$ cat config.mk
export PLATFORM = sky130hd
export DESIGN_NAME = tap_estimator
export DESIGN_NICKNAME = d
export VERILOG_FILES = /design/src/rtl/tap_est_pkg.sv /design/src/rtl/seq_divider.sv /design/src/rtl/level_accum.sv /design/src/rtl/tap_solver.sv /design/src/rtl/tap_estimator.sv
export SDC_FILE = /design/constraint.sdc
export NUM_CORES = 1
export LEC_CHECK = 0
export ABC_AREA = 1
export CAP_MARGIN = 20
export CORE_AREA = 2 2 122 242
export CTS_CLUSTER_SIZE = 25
export DETAILED_ROUTE_END_ITERATION = 7
export DIE_AREA = 0 0 124 244
export GPL_ROUTABILITY_DRIVEN = 0
export MAX_ROUTING_LAYER = met4
export PLACE_DENSITY = 0.74
export SETUP_SLACK_MARGIN = 0.15
export SYNTH_ARGS = -nofsm -noshare
export SYNTH_HDL_FRONTEND = slang
export SYNTH_SLANG_ARGS = --single-unit
$ cat constraint.sdc
create_clock -name clk -period 6.7 [get_ports clk]
set_input_delay 1.675 -clock clk [delete_from_list [all_inputs] [get_ports clk]]
set_output_delay 1.675 -clock clk [all_outputs]
set_load 0.01 [all_outputs]
$ cat src/rtl/tap_est_pkg.sv
// Shared constants and types for the tap estimator.
// Assumes two postcursors, so four look-ahead candidates and six level histograms.
package tap_est_pkg;
    localparam int NUM_SLOTS = 6;
    localparam int NUM_CAND  = 4;
    typedef logic [2:0] slot_t;
    localparam slot_t LAST_SLOT = slot_t'(NUM_SLOTS - 1);
endpackage

$ cat src/rtl/seq_divider.sv
// Restoring unsigned divider: one quotient bit per cycle, N_W cycles per divide.
// Assumes start is only honoured while idle. A zero divisor yields quotient 0.
module seq_divider #(
    parameter int N_W = 24,
    parameter int D_W = 16
) (
    input  logic           clk,
    input  logic           rst_n,
    input  logic           start,
    input  logic [N_W-1:0] dividend,
    input  logic [D_W-1:0] divisor,
    output logic           busy,
    output logic           done,
    output logic [N_W-1:0] quot
);
    localparam int CNT_W = $clog2(N_W + 1);

    logic [D_W-1:0]   rem;
    logic [N_W-1:0]   num;
    logic [N_W-1:0]   q;
    logic [N_W-1:0]   dvd_q;
    logic [D_W-1:0]   dsr;
    logic [CNT_W-1:0] cnt;
    logic [D_W:0]     trial;
    logic [D_W:0]     diff;

    // Next partial remainder and trial subtraction; diff MSB set means a borrow.
    always_comb begin
        trial = {rem, num[N_W-1]};
        diff  = trial - {1'b0, dsr};
    end

    // Load operands on start, then shift one quotient bit per cycle.
    always_ff @(posedge clk) begin
        if (!rst_n) begin
            rem <= '0; num <= '0; q <= '0; dvd_q <= '0; dsr <= '0;
            cnt <= '0; busy <= 1'b0; done <= 1'b0;
        end else begin
            done <= 1'b0;
            if (start && !busy) begin
                rem   <= '0;
                num   <= dividend;
                dvd_q <= dividend;
                dsr   <= divisor;
                q     <= '0;
                cnt   <= CNT_W'(N_W);
                busy  <= 1'b1;
            end else if (busy) begin
                if (!diff[D_W]) begin
                    rem <= diff[D_W-1:0];
                    q   <= {q[N_W-2:0], 1'b1};
                end else begin
                    rem <= trial[D_W-1:0];
                    q   <= {q[N_W-2:0], 1'b0};
                end
                num <= num << 1;
                cnt <= cnt - 1'b1;
                if (cnt == CNT_W'(1)) begin
                    busy <= 1'b0;
                    done <= 1'b1;
                end
            end
        end
    end

    assign quot = (dsr == '0) ? '0 : q;

    // a finished quotient never overshoots the dividend.
    assert_quot_bound_R2: assert property (@(posedge clk) disable iff (!rst_n)
        done |-> (({{D_W{1'b0}}, quot} * {{N_W{1'b0}}, dsr}) <= {{D_W{1'b0}}, dvd_q}));

    // an accepted start makes the divider busy on the next cycle.
    assert_start_busy_R8: assert property (@(posedge clk) disable iff (!rst_n)
        (start && !busy) |=> busy);
endmodule

$ cat src/rtl/level_accum.sv
// Accumulates the weighted bin sum and the total count of one histogram.
// Presents the final totals combinationally on the closing beat and then clears.
module level_accum #(
    parameter int BIN_W = 6,
    parameter int CNT_W = 10,
    parameter int ACC_W = 24,
    parameter int TOT_W = 16
) (
    input  logic             clk,
    input  logic             rst_n,
    input  logic             beat_ok,
    input  logic [BIN_W-1:0] bin,
    input  logic [CNT_W-1:0] count,
    input  logic             last,
    output logic             close,
    output logic [ACC_W-1:0] sum_final,
    output logic [TOT_W-1:0] tot_final
);
    logic [ACC_W-1:0] sum_q;
    logic [TOT_W-1:0] tot_q;

    // Running totals including the beat on the input this cycle.
    always_comb begin
        sum_final = sum_q + ACC_W'(bin * count);
        tot_final = tot_q + TOT_W'(count);
        close     = beat_ok && last;
    end

    // Keep totals between beats; clear once the histogram closes.
    always_ff @(posedge clk) begin
        if (!rst_n) begin
            sum_q <= '0;
            tot_q <= '0;
        end else if (beat_ok) begin
            sum_q <= last ? '0 : sum_final;
            tot_q <= last ? '0 : tot_final;
        end
    end

    // with no accepted beat the totals do not move.
    assert_hold_totals_R8: assert property (@(posedge clk) disable iff (!rst_n)
        !beat_ok |=> ($stable(sum_q) && $stable(tot_q)));
endmodule

$ cat src/rtl/tap_solver.sv
// Combinational cursor solve and code mapping from six stored mean levels.
// Slot order is upper/lower for M1, M2, M3. Codes are offset binary and saturated.
module tap_solver #(
    parameter int BIN_W  = 6,
    parameter int CODE_W = 5
) (
    input  logic [6*BIN_W-1:0]        means,
    output logic [4*CODE_W-1:0]       codes,
    output logic signed [BIN_W+2:0]   a0
);
    localparam int W    = BIN_W + 3;
    localparam int BIAS = 2 ** (CODE_W - 1);
    localparam int MAXC = 2 ** CODE_W - 1;

    logic signed [W-1:0] mag [3];
    logic signed [W-1:0] a1, a2;

    // Differential magnitudes, then the three-equation solve with floor shifts.
    always_comb begin
        for (int k = 0; k < 3; k++) begin
            mag[k] = $signed(W'(means[(2*k)*BIN_W +: BIN_W]))
                   - $signed(W'(means[(2*k+1)*BIN_W +: BIN_W]));
        end
        a2 = (mag[0] - mag[1]) >>> 2;
        a1 = (mag[0] - mag[2]) >>> 2;
        a0 = (mag[1] + mag[2]) >>> 2;
    end

    for (genvar c = 0; c < 4; c++) begin : g_cand
        logic signed [W-1:0] biased;
        // Sign-combine the postcursors for candidate {b1,b2}, bias and clamp.
        always_comb begin
            biased = ((c >= 2) ? a1 : -a1) + ((c % 2 == 1) ? a2 : -a2) + W'(BIAS);
            if (biased < 0)
                codes[c*CODE_W +: CODE_W] = '0;
            else if (biased > W'(MAXC))
                codes[c*CODE_W +: CODE_W] = CODE_W'(MAXC);
            else
                codes[c*CODE_W +: CODE_W] = biased[CODE_W-1:0];
        end
    end
endmodule

$ cat src/rtl/tap_estimator.sv
// Top level: takes six histograms in slot order, averages each, solves and publishes codes.
// Assumes the histogram source holds a beat while hist_ready is low.
module tap_estimator
    import tap_est_pkg::*;
#(
    parameter int BIN_W  = 6,
    parameter int CNT_W  = 10,
    parameter int ACC_W  = 24,
    parameter int TOT_W  = 16,
    parameter int CODE_W = 5
) (
    input  logic                      clk,
    input  logic                      rst_n,
    input  logic                      hist_valid,
    input  logic [BIN_W-1:0]          hist_bin,
    input  logic [CNT_W-1:0]          hist_count,
    input  logic                      hist_last,
    output logic                      hist_ready,
    output logic [4*CODE_W-1:0]       tap_codes,
    output logic signed [BIN_W+2:0]   main_cursor,
    output logic                      codes_valid
);
    logic                         beat_ok, close, div_busy, div_done;
    logic [ACC_W-1:0]             sum_final, quot;
    logic [TOT_W-1:0]             tot_final;
    logic [NUM_SLOTS*BIN_W-1:0]   means_q;
    logic [4*CODE_W-1:0]          codes_c;
    logic signed [BIN_W+2:0]      a0_c;
    slot_t                        slot;
    logic                         solve_go;

    assign hist_ready = !div_busy;
    assign beat_ok    = hist_valid && hist_ready;

    level_accum #(.BIN_W(BIN_W), .CNT_W(CNT_W), .ACC_W(ACC_W), .TOT_W(TOT_W)) u_accum (
        .clk(clk), .rst_n(rst_n), .beat_ok(beat_ok), .bin(hist_bin), .count(hist_count),
        .last(hist_last), .close(close), .sum_final(sum_final), .tot_final(tot_final));

    seq_divider #(.N_W(ACC_W), .D_W(TOT_W)) u_div (
        .clk(clk), .rst_n(rst_n), .start(close), .dividend(sum_final), .divisor(tot_final),
        .busy(div_busy), .done(div_done), .quot(quot));

    tap_solver #(.BIN_W(BIN_W), .CODE_W(CODE_W)) u_solve (
        .means(means_q), .codes(codes_c), .a0(a0_c));

    // Store each finished mean into its slot and flag a solve after the last slot.
    always_ff @(posedge clk) begin
        if (!rst_n) begin
            means_q  <= '0;
            slot     <= '0;
            solve_go <= 1'b0;
        end else begin
            solve_go <= 1'b0;
            if (div_done) begin
                means_q[slot*BIN_W +: BIN_W] <= quot[BIN_W-1:0];
                if (slot == LAST_SLOT) begin
                    slot     <= '0;
                    solve_go <= 1'b1;
                end else begin
                    slot <= slot + 1'b1;
                end
            end
        end
    end

    // Register the solved codes and pulse the strobe.
    always_ff @(posedge clk) begin
        if (!rst_n) begin
            tap_codes   <= '0;
            main_cursor <= '0;
            codes_valid <= 1'b0;
        end else begin
            codes_valid <= solve_go;
            if (solve_go) begin
                tap_codes   <= codes_c;
                main_cursor <= a0_c;
            end
        end
    end

    // a weighted mean never exceeds the largest bin index.
    assert_mean_range_R2: assert property (@(posedge clk) disable iff (!rst_n)
        div_done |-> (quot[ACC_W-1:BIN_W] == '0));

    // the strobe lasts one cycle.
    assert_single_strobe_R7: assert property (@(posedge clk) disable iff (!rst_n)
        codes_valid |=> !codes_valid);

    // outputs hold whenever no strobe is shown.
    assert_hold_codes_R7: assert property (@(posedge clk) disable iff (!rst_n)
        !codes_valid |-> ($stable(tap_codes) && $stable(main_cursor)));

    // the slot index stays inside the six-slot sequence.
    assert_slot_range_R3: assert property (@(posedge clk) disable iff (!rst_n)
        slot <= LAST_SLOT);
endmodule

Yosys cells after proc, flatten, opt, wreduce, memory -nomap -nowiden:

Cells that the tools add are included.

* add/subtract/negate cells: 22
* $mul: 2
* magnitude comparators: 8
* equal/unequal tests: 2
* shift operators: 2
* multiplexer cells: 24
* bitwise operators: 2
* reduce and logical (&&, ||, !) cells: 9

Operators with widths (number)
* two-way mux 24 bit: 3
* two-way mux 5 bit: 10
* bitwise mux 36 bit: 1
* > comparator 9 x 6 -> 1 bit (second input constant): 4
* < comparator 9 x 1 -> 1 bit (second input constant): 4
* variable shift 6 x 34 -> 36 bit (first input constant): 1
* indexed part select 6 x 34 -> 36 bit: 1
* negator 6 -> 34 bit: 1
* two-way mux 16 bit: 2
* adder 9 x 6 -> 9 bit (second input constant): 3
* adder 24 x 16 -> 24 bit: 1
* subtractor 6 x 6 -> 7 bit: 3
* negator 6 -> 9 bit: 2
* subtractor 17 x 16 -> 17 bit: 1
* adder 16 x 10 -> 16 bit: 1
* logical NOT 16 bit: 1
* multiplier 6 x 10 -> 16 bit: 1
* subtractor 7 x 7 -> 8 bit: 2
* adder 6 x 9 -> 9 bit: 1
* adder 8 x 6 -> 9 bit (second input constant): 1
* adder 9 x 6 -> 9 bit: 1
* adder 9 bit: 1
* adder 7 x 7 -> 8 bit: 1
* adder 6 x 6 -> 7 bit: 1
* other kinds (15): 23

* register bits after elaboration: 177
* input port bits: 20
* output and inout bits: 31
* logic and storage cells: 87

Logic depth before layout (Yosys ltp):

Gate-level depths: netlist (run 1).

* depth in word-level cells: 8
* mapped depth: 33
* depth with buffers taken out: 33

Modules after synthesis:

A second synthesis (run 1) with hierarchy kept.

* cell total of the unflattened synthesis: 2680
* area, all modules: 17563.1 µm²

By module, submodules not included
* level_accum: times used 1, cells each 849, area each 5370.2 µm², sequential area each 800.8 µm²
* seq_divider: times used 1, cells each 758, area each 4962.3 µm², sequential area each 1741.7 µm²
* tap_estimator: times used 1, cells each 539, area each 3648.5 µm², sequential area each 1401.3 µm²
* tap_solver: times used 1, cells each 534, area each 3582.2 µm², sequential area each 0.0 µm²

Worst setup path before layout (run 1):

No wires, ideal clock.

* path type: input port to flip-flop
* start point: in hist_bin[5]
* end point: reg u_accum.sum_q[15]
* setup time: 0.132 ns
* data arrival time: 5.610 ns
* data required time: 6.568 ns
* setup slack: 0.958 ns
* stages on the path: 16
* path buffers: 1
* cells stage by stage: clkbuf_1 nand2_1 fa_1 inv_1 fa_1 fa_1 fa_1 ha_1 a21o_1 a21oi_1 o21ai_2 a21boi_1 o21bai_1 or2_2 nand3_1 a21oi_1

* cells in the longest elaborated chain, start to end: 3

Ends and longest elaborated chain
* start, declared: RTL line tap_estimator.sv:15 `input logic [BIN_W-1:0] hist_bin,`
* multiplier 6 x 10 -> 16 bit: RTL line level_accum.sv:24 `sum_final = sum_q + ACC_W'(bin * count);`
* adder 24 x 16 -> 24 bit: RTL line level_accum.sv:24
* two-way mux 24 bit: RTL line level_accum.sv:35 `sum_q <= last ? '0 : sum_final;`
* end signal, assigned: RTL line level_accum.sv:35
* end, declared: RTL line level_accum.sv:19 `logic [ACC_W-1:0] sum_q;`

No other way between the ends.
A chain may end at the register's enable or synchronous reset.

Worst setup path after layout (run 1):

* start point: in hist_bin[4]
* end point: reg u_accum.sum_q[22]

Same word-level chain as after synthesis.

==> results of run 1 <==
layout by cell type, fill, tap and decap left out, types with 9 or more instances in the layout:
cell / netlist / layout
ha_1: 157 / 157
a21oi_1: 194 / 194
nor2_1: 119 / 118
o21ai_0: 98 / 98
a31oi_1: 16 / 16
inv_1: 340 / 339
o211ai_1: 14 / 14
clkdlybuf4s50_1: 0 / 50
nand2_1: 466 / 466
inv_2: 9 / 9
xnor2_1: 26 / 26
nand3_1: 102 / 102
clkbuf_16: 0 / 17
a22oi_1: 11 / 11
nand4_1: 41 / 41
nor3_1: 17 / 17
fa_1: 56 / 56
or2_2: 14 / 14
o21ai_1: 19 / 19
xor2_1: 52 / 52
buf_4: 7 / 13
a21o_1: 9 / 9
dfxtp_1: 176 / 176
cell type report:
type / count / area, µm² / area share (%)
tap: 356 / 445 / 2.79
timing repair buffer: 63 / 598 / 3.75
multi-input combinational: 1485 / 9460 / 59.3
sequential: 176 / 3520 / 22.1
clock inverter: 14 / 181 / 1.14
clock buffer: 18 / 429 / 2.69
inverter: 350 / 1320 / 8.26
registers in the layout, indices dropped and copies added (netlist names):
name / flops
means_q: 36
u_accum.sum_q: 24
u_div.num: 24
tap_codes: 20
u_accum.tot_q: 16
u_div.dsr: 16
u_div.rem: 16
main_cursor: 6
u_div.q: 6
u_div.cnt: 5
slot: 3
codes_valid: 1
solve_go: 1
u_div.busy: 1
u_div.done: 1
worst register-to-register path, stage by stage (launching register included):
cell and delay, ns:
dfxtp_1 0.33, inv_1 0.05, ha_1 0.33, a21oi_1 0.14, and2_1 0.18, inv_1 0.06, a21oi_1 0.17, o21ai_0 0.12
xnor2_1 0.43, ha_1 0.36, nand2_1 0.09, inv_1 0.04, a21oi_1 0.26, nand3_1 0.11, nand2_1 0.30, inv_1 0.20
xor2_1 0.29, ha_1 0.29, ha_1 0.35, a21oi_1 0.18, o21ai_0 0.12, a41oi_1 0.29, xor2_1 0.20, nand2_1 0.07
nor2_1 0.29, nand2_1 0.10, nand3_1 0.10, a21oi_1 0.07
stage by stage:
stage                     cell area [µm²]  power [mW]
after floorplan                     14600        2.50
after global placement              15300        2.82
after detailed placement            15300        2.85
after CTS                           16000        3.92
after global routing                16000        4.21
final                               16000        3.91
power breakdown:
| group | internal (mW) | switching [mW] |
|---|---|---|
| registers | 1.11 | 0.0420 |
| clock network | 0.594 | 0.463 |
| logic | 0.628 | 1.08 |
cell families after synthesis:
group,Yosys count,synth area share [%]
AO/OA/AOI/OAI,406,15.9
XOR/XNOR,79,4.87
adder cells (fa/ha/maj),213,21.2
buffers and inverters,414,11.0
flip-flops,176,24.2
AND/OR/NAND/NOR,787,22.9
final timing paths:
check	startpoint	endpoint	slack, ns	cells after the start
hold / removal	tap_codes[1]$_SDFFE_PN0P_	tap_codes[1]$_SDFFE_PN0P_	0.46	2
setup reg to reg	means_q[32]$_SDFFE_PN0P_	tap_codes[1]$_SDFFE_PN0P_	1.06	27
hold reg to reg	tap_codes[1]$_SDFFE_PN0P_	tap_codes[1]$_SDFFE_PN0P_	0.46	2
setup / recovery	hist_bin[4]	u_accum.sum_q[22]$_SDFFE_PN0P_	0.65	18
per-layer routing:
layer	vias up	track usage [%]	share of wire [%]
met5	-	-	0
met3	161	3.78	2.9
met2	345	48.1	55
li1	6770	-	-
met4	0	17.0	6.9
met1	6276	23.6	36
==> results.toml, run 1 <==
[critical_path]
cp_max_fo = 10
cp.arrival_ns = 6.43
worstSetupStartpointType = "input port"
cp_top_family = "adder cells"
path_cells = "clkdlybuf4s50_1 > nand2_1 > fa_1 > inv_1 > fa_1 > fa_1 > fa_1 > ha_1 > nand2_1 > inv_1 > nand3_1 > nor3_1 > nand3_1 > nand3_1 > nand2_1 > o21ai_0 > nand3_1 > a21oi_1"
crit_path_end_kind = "flip-flop"
cp_slowest_stage_delay_ns = 0.72
worst-path-buf-inv = 3
cp_slowest_cell = "clkdlybuf4s50_1"
crit_type = "input port to flip-flop"
worst_ep_required_time_ns = 7.08

[clock_tree]
cts_hold_buf = 0
clk_pin_slew_ns = 0.07
clk_latency_ns = 0.46
clock-sinks = 176
cts_buffers = 17
clockBufferDepth = 2
clockRootBuffer = "clkbuf_16"
cts_setup_buffers = 0
tritoncts = "yes"
htreeDepth = 4
post_cts_resize_count = 0

[grt]
grt_pass1_wl_um = 60800
antenna_found_initial = 0
grt_overflow = 0
grt_max_degree = 76
grt_pass1_vias = 13301
grtUsageTotal_pct = 25.9

[timing]
whs_ns = 0.465
tns_ns = 0
min_period_ns = 6.05
rsz0062_at_grt = "no"
setup_violations = 0
finalCritPeriodShare_pct = 90.2
relSlewSlack_pct = 33.2
hold_viol_final = 0
worst_slack_ns = 0.655
fmax_ghz = 0.165
worst_pin_slew_ns = 0.995
drv_slew = 0
fin_skew_ns = 0.00926

[pwr]
leakagePower_nw = 7.68
ir_drop_mv = 0.192
cellPowerDensity_mw_per_mm2 = 245

[layout]
drive_gt1_share_pct = 4.89
fill_cells = 2715
fin_util_pct = 56.4
diodes = 0
syn_to_final_growth_pct = 9.38
final_cells = 2462
nets = 2326

[synth]
yosysTopAreaCellShare_pct = 24.2
yosysTopAreaCell = "dfxtp_1"
ys.flop_type = "dfxtp_1"
postSynthRegisterBits = 176
yosysSeqAreaShare_pct = 24.2
syn_nets = 2308
yosys.cell_count.top_type = "nand2_1"
synth_area_mm2 = 0.0146
syn-instance-count = 2075
yosysUniqueCellTypes = 53
synth_area_leaders = "dfxtp_1, ha_1, nand2_1, inv_1, fa_1"
synth_commonest_cells = "nand2_1, inv_1, a21oi_1"
synth_warnings = 0
synth_edf_count = 0
avgSynthCellArea_um2 = 7.03
async_reset_ff_share_pct = 0

[drt]
via_count = 13552
drt_wl_total_um = 36800
drt_iter0_drc = 670
firstDrtPassIters = 5
ant_nets = 0
wl_per_cell_um = 15.0
avgViaCountPerCell = 5.50
drc_errors = 0

[worst_hold_path]
hold_class = "flip-flop to flip-flop"

[outcome]
status = "finished clean"

[place]
dpl_worst_slack_ns = 0.181
hpwlAfterDp_um = 28800
io_buffers = 50
dp_cells = 2430

[floorplan]
die_w_um = 124
die_h_um = 244
initial_core_util_pct = 51.5
coreArea_mm2 = 0.0283
die_area_mm2 = 0.0303
num_rows = 87
ios = 51

[run]
drv_cap = 0
(Power assumes the default switching activity.)
==> inputs of run 2 (changes only) <==
--- a/config.mk
+++ b/config.mk
@@ -7,10 +7,10 @@
 export LEC_CHECK = 0
 export ABC_AREA = 1
 export CAP_MARGIN = 20
-export CORE_AREA = 2 2 122 242
+export CORE_AREA = 4 4 124 244
 export CTS_CLUSTER_SIZE = 25
 export DETAILED_ROUTE_END_ITERATION = 7
-export DIE_AREA = 0 0 124 244
+export DIE_AREA = 0 0 128 248
 export GPL_ROUTABILITY_DRIVEN = 0
 export MAX_ROUTING_LAYER = met4
 export PLACE_DENSITY = 0.74
==> constraint.sdc (replaced) <==
create_clock -name clk -period 6.2 [get_ports clk]
set_input_delay 1.55 -clock clk [delete_from_list [all_inputs] [get_ports clk]]
set_output_delay 1.55 -clock clk [all_outputs]
set_load 0.01 [all_outputs]
==> run 2 against run 1 <==
  * Hold slack got worse by 0.0013 ns
  * Via count increased by 0.32%
  * Combinational power increased by 12%
  * Clock power increased by 8%
  * Clock-buffer cell count increased by 1
  * Critical path type unchanged
  * Critical endpoint unchanged
  * Highest routed layer unchanged
==> results.toml, run 2 (synthesized netlist as in run 1, its figures left out) <==
[timing]
worst_pin_slew_ns = 0.967
rsz0062_at_grt = "yes"
setup_violations = 0
drv_slew = 0
finalCritPeriodShare_pct = 93.1
fmax_ghz = 0.173
relSlewSlack_pct = 35.1
tns_ns = 0
hold_viol_final = 0
min_period_ns = 5.77
whs_ns = 0.463
fin_skew_ns = 0.00996

[drt]
drt_iter0_drc = 694
wl_per_cell_um = 15.1
drt_wl_total_um = 37500
avgViaCountPerCell = 5.49
via_count = 13596
firstDrtPassIters = 5
drc_errors = 0
ant_nets = 0

[place]
io_buffers = 50
dp_cells = 2446
hpwlAfterDp_um = 29600
dpl_cell_area_mm2 = 0.0155

[layout]
layout_commonest_cell = "nand2_1"
nets = 2342
drive_gt1_share_pct = 5.61
syn_to_final_growth_pct = 10.3
diodes = 0
final_cells = 2478
design_area_mm2 = 0.0161
fill_cells = 2684
seqCellArea_mm2 = 0.00352
reg.largest.list = "means_q (36), u_accum.sum_q (24), u_div.num (24)"
multi_input_area_mm2 = 0.00947
largest_reg_flops = 36
top_register = "means_q"
mostFrequentLayoutCells = "nand2_1, inv_1, a21oi_1"

[critical_path]
worst-path-buf-inv = 4
reg2reg_depth = 28
crit_path_end_kind = "flip-flop"
worstSetupStartpointType = "input port"
r2r_slack_ns = 0.56
path_cells = "clkdlybuf4s50_1 > buf_4 > nand2_1 > fa_1 > inv_1 > fa_1 > fa_1 > fa_1 > ha_1 > nand2_1 > inv_1 > nand3_1 > nor3_1 > nand3_1 > nand3_1 > nand2_1 > o21ai_0 > nand3_1 > a21oi_1"
worst_ep_required_time_ns = 6.59
cp_top_family = "adder cells"
reg2reg_from = "means_q[32]$_SDFFE_PN0P_"
worstReg2RegEnd = "tap_codes[1]$_SDFFE_PN0P_"
cp_max_fo = 7
cp.arrival_ns = 6.16
crit_type = "input port to flip-flop"
cp_slowest_stage_delay_ns = 0.57
cp_slowest_cell = "clkdlybuf4s50_1"

[floorplan]
coreArea_mm2 = 0.0283
die_h_um = 248
die_w_um = 128
die_area_mm2 = 0.0317
initial_core_util_pct = 51.5
ios = 51
num_rows = 87

[grt]
grtUsageTotal_pct = 24.6
grt_max_degree = 61
antenna_found_initial = 0
grt_overflow = 0
grt_pass1_wl_um = 61700
grt_pass1_vias = 13828

[clock_tree]
clockBufferDepth = 2
htreeDepth = 4
cts_buffers = 17
clockRootBuffer = "clkbuf_16"
clk_latency_ns = 0.46
tritoncts = "yes"
clock-sinks = 176
clk_pin_slew_ns = 0.07

[pwr]
leakagePower_nw = 7.77
ir_drop_mv = 0.200
cellPowerDensity_mw_per_mm2 = 267

[run]
drv_cap = 0

[worst_hold_path]
min_to = "tap_codes[6]$_SDFFE_PN0P_"
hold_class = "flip-flop to flip-flop"
holdPathStages = 2
hp-start = "tap_codes[6]$_SDFFE_PN0P_"

[outcome]
status = "finished clean"
[run 2: cell types whose count changed in the layout (fill, tap and decap cells not counted), sizes merged]
cell | before | now
buf | 13 | 29
clkbuf | 18 | 19
clkdlybuf4s50 | 50 | 49
dlymetal6s2s | 0 | 1
inv | 353 | 352
[run 2: final cells by class]
cell class | count | area share (%)
well taps | 356 | 2.77
repair buffers | 79 | 4.48
inverters | 350 | 8.19
clock inverters | 13 | 1.13
flip-flops and latches | 176 | 21.9
clock buffers | 19 | 2.69
multi-input cells | 1485 | 58.8
[run 2: power breakdown]
part           leakage, nW  total, mW  switching (mW)  internal, mW
combinational         6.05       1.90            1.18         0.723
clock                0.293       1.15           0.503         0.643
sequential            1.42       1.24          0.0450          1.20
total                 7.77       4.29            1.72          2.56
[run 2: how the worst max path moves through the flow]
stage | slack [ns] | cells past startpoint | startpoint | endpoint
3_5_place_dp | -0.08 | 19 | hist_bin[4] | u_accum.sum_q[22]$_SDFFE_PN0P_
5_1_grt | 0.15 | 28 | means_q[12]$_SDFFE_PN0P_ | tap_codes[1]$_SDFFE_PN0P_
2_1_floorplan | 0.58 | 16 | hist_bin[5] | u_accum.sum_q[15]$_SDFFE_PN0P_
4_1_cts | 0.43 | 19 | hist_bin[4] | u_accum.sum_q[22]$_SDFFE_PN0P_
3_3_place_gp | 0.03 | 16 | hist_bin[5] | u_accum.sum_q[15]$_SDFFE_PN0P_
6_report | 0.43 | 19 | hist_bin[4] | u_accum.sum_q[22]$_SDFFE_PN0P_
[run 2: timing repair]
action / in CTS / in global routing
setup buffers: 0 / 0
resized for setup: 0 / 2
endpoints found under the setup margin: 0 / 6
hold endpoints to repair: 0 / 0
hold buffers: 0 / 0
[run 2: stage by stage]
step | worst slack [ns] | utilization, % | power (mW)
after CTS | 0.435 | 56.8 | 4.30
after global placement | 0.0348 | 54.6 | 3.09
final | 0.427 | 56.8 | 4.29
after detailed placement | -0.0805 | 54.6 | 3.14
after global routing | 0.147 | 56.8 | 4.61
after floorplan | 0.583 | - | 2.70
[run 2: worst register-to-register path: cells and delay by family (launching register included)]
family / cells / cell delay, ns
compound gates: 8 / 1.48
buf+inv: 4 / 0.25
xor+xnor: 3 / 0.78
simple gates: 9 / 1.35
flops: 1 / 0.34
fa+ha+maj: 4 / 1.30
[run 2: per-layer routing]
metal	share of wire (%)	GRT usage (%)	up-vias
met5	0	-	-
met4	6.6	16.8	0
met3	2.6	3.55	140
met2	56	47.2	298
met1	35	21.5	6361
li1	-	-	6797
==> inputs of run 3 (changes only) <==
==> constraint.sdc (replaced) <==
create_clock -name clk -period 6.2 [get_ports clk]
set_input_delay 1.86 -clock clk [delete_from_list [all_inputs] [get_ports clk]]
set_output_delay 1.86 -clock clk [all_outputs]
set_load 0.01 [all_outputs]
==> run 3 against run 2 <==
  * Clock-buffer cell count increased by 2
  * Largest cell class unchanged
  * Combinational power increased by 9%
  * Highest routed layer unchanged
  * Clock skew increased by 0.0012 ns
==> results.toml, run 3 (synthesized netlist as in run 1, its figures left out) <==
[outcome]
status = "finished clean"

[timing]
drv_slew = 0
worst_slack_ns = 0.328
min_period_ns = 5.87
relSlewSlack_pct = 42.2
worst_pin_slew_ns = 0.866
fmax_ghz = 0.170
setup_violations = 0
tns_ns = 0
rsz0062_at_grt = "yes"
finalCritPeriodShare_pct = 94.7
whs_ns = 0.463
hold_viol_final = 0
fin_skew_ns = 0.0112

[floorplan]
die_h_um = 248
initial_core_util_pct = 51.5
die_area_mm2 = 0.0317
ios = 51
die_w_um = 128
coreArea_mm2 = 0.0283
num_rows = 87

[pwr]
p_total_mw = 4.38
leakagePower_nw = 8.00
ir_drop_mv = 0.205
cellPowerDensity_mw_per_mm2 = 268

[layout]
drive_gt1_share_pct = 7.55
mostFrequentLayoutCells = "nand2_1, inv_1, a21oi_1"
design_area_mm2 = 0.0164
largest_reg_flops = 36
layout_commonest_cell = "nand2_1"
nets = 2380
diodes = 0
top_register = "means_q"
reg.largest.list = "means_q (36), u_accum.sum_q (24), u_div.num (24)"
fill_cells = 2673
syn_to_final_growth_pct = 12.1

[clock_tree]
clockRootBuffer = "clkbuf_16"
clk_latency_ns = 0.46
tritoncts = "yes"
cts_setup_buffers = 0
clk_pin_slew_ns = 0.07
cts_buffers = 17
htreeDepth = 4
cts_hold_buf = 0
clockBufferDepth = 2
clock-sinks = 176

[grt]
antenna_found_initial = 0
grt_max_degree = 57
grtUsageTotal_pct = 24.7
grt_overflow = 0
grt_pass1_vias = 14035
grt_pass1_wl_um = 62200

[drt]
wl_met3_um = 1110
via_count = 13784
met2_length_um = 21000
ant_nets = 0
avgViaCountPerCell = 5.48
drt_wl_total_um = 37500
drt_iter0_drc = 682
highest_layer = "met4"
wl_per_cell_um = 14.9
drc_errors = 0
firstDrtPassIters = 5
met1_length_um = 13000

[place]
dpl_cell_area_mm2 = 0.0157
io_buffers = 50
dpl_worst_slack_ns = -0.384
hpwlAfterDp_um = 30000

[critical_path]
cp.arrival_ns = 6.19
crit_type = "input port to flip-flop"
worstSetupStartpointType = "input port"
cp_max_fo = 5
worst_ep_required_time_ns = 6.52
crit_path_end_kind = "flip-flop"

[worst_hold_path]
hold_class = "flip-flop to flip-flop"

[run]
drv_cap = 0
## run 3: changes by cell type in the layout (fill, tap and decap cells not counted), moves of 2 or more
cell / delta
a21oi_1: -3
a21oi_2: +3
buf_4: +38
bufinv_16: -2
clkbuf_1: +2
clkdlybuf4s50_1: -11
dlygate4sd2_1: +2
dlymetal6s2s_1: +9
o21ai_2: +2
## run 3: metrics by stage
stage / cells / util, %
after floorplan: 2075 / -
after global placement: 2484 / 55.6
after detailed placement: 2484 / 55.6
after CTS: 2516 / 57.6
after global routing: 2516 / 57.8
final: 2516 / 57.8
## run 3: metal layers
metal	vias to the layer above	GRT usage (%)
li1	6882	-
met1	6412	21.7
met2	333	48.4
met3	157	2.20
met4	0	16.3
met5	-	-
## run 3: where the power goes
part           leakage, nW  internal, mW  switching (mW)
registers             1.42          1.20          0.0456
logic                 6.32         0.870            1.21
clock network        0.260         0.557           0.498
total                 8.00          2.63            1.75
## run 3: path summary, 6_finish.rpt
path                                                start                             end  slack [ns]  cells after the start
worst max register to register   means_q[24]$_SDFFE_PN0P_       tap_codes[4]$_SDFFE_PN0P_        0.69                     25
worst min register to register  tap_codes[3]$_SDFFE_PN0P_       tap_codes[3]$_SDFFE_PN0P_        0.46                      2
worst max-delay path                        hist_count[7]  u_accum.sum_q[20]$_SDFFE_PN0P_        0.33                     16
worst min-delay path            tap_codes[3]$_SDFFE_PN0P_       tap_codes[3]$_SDFFE_PN0P_        0.46                      2
## run 3: critical path, stage by stage
cell             delay, ns
clkdlybuf4s50_1       0.58
nand2_1               0.11
fa_1                  0.50
inv_1                 0.05
fa_1                  0.50
fa_1                  0.57
fa_1                  0.44
ha_1                  0.36
a21oi_2               0.15
o21ai_0               0.11
a21oi_1               0.27
nand3_1               0.18
buf_4                 0.18
a31o_2                0.20
nand3_1               0.06
a21oi_1               0.06
## run 3: area by class of cell
class	instances	area, µm²	share of cell area, %
clock buffers	21	440	2.69
multi-input cells	1485	9490	58.0
flip-flops and latches	176	3520	21.5
well taps	356	445	2.72
repair buffers	117	1030	6.27
clock inverters	11	109	0.666
inverters	350	1320	8.06
## run 3: timing repair
action,in CTS,in global routing
endpoints found under the setup margin,7,28
pin swaps,0,1
cloned,0,0
gates resized for setup,3,19
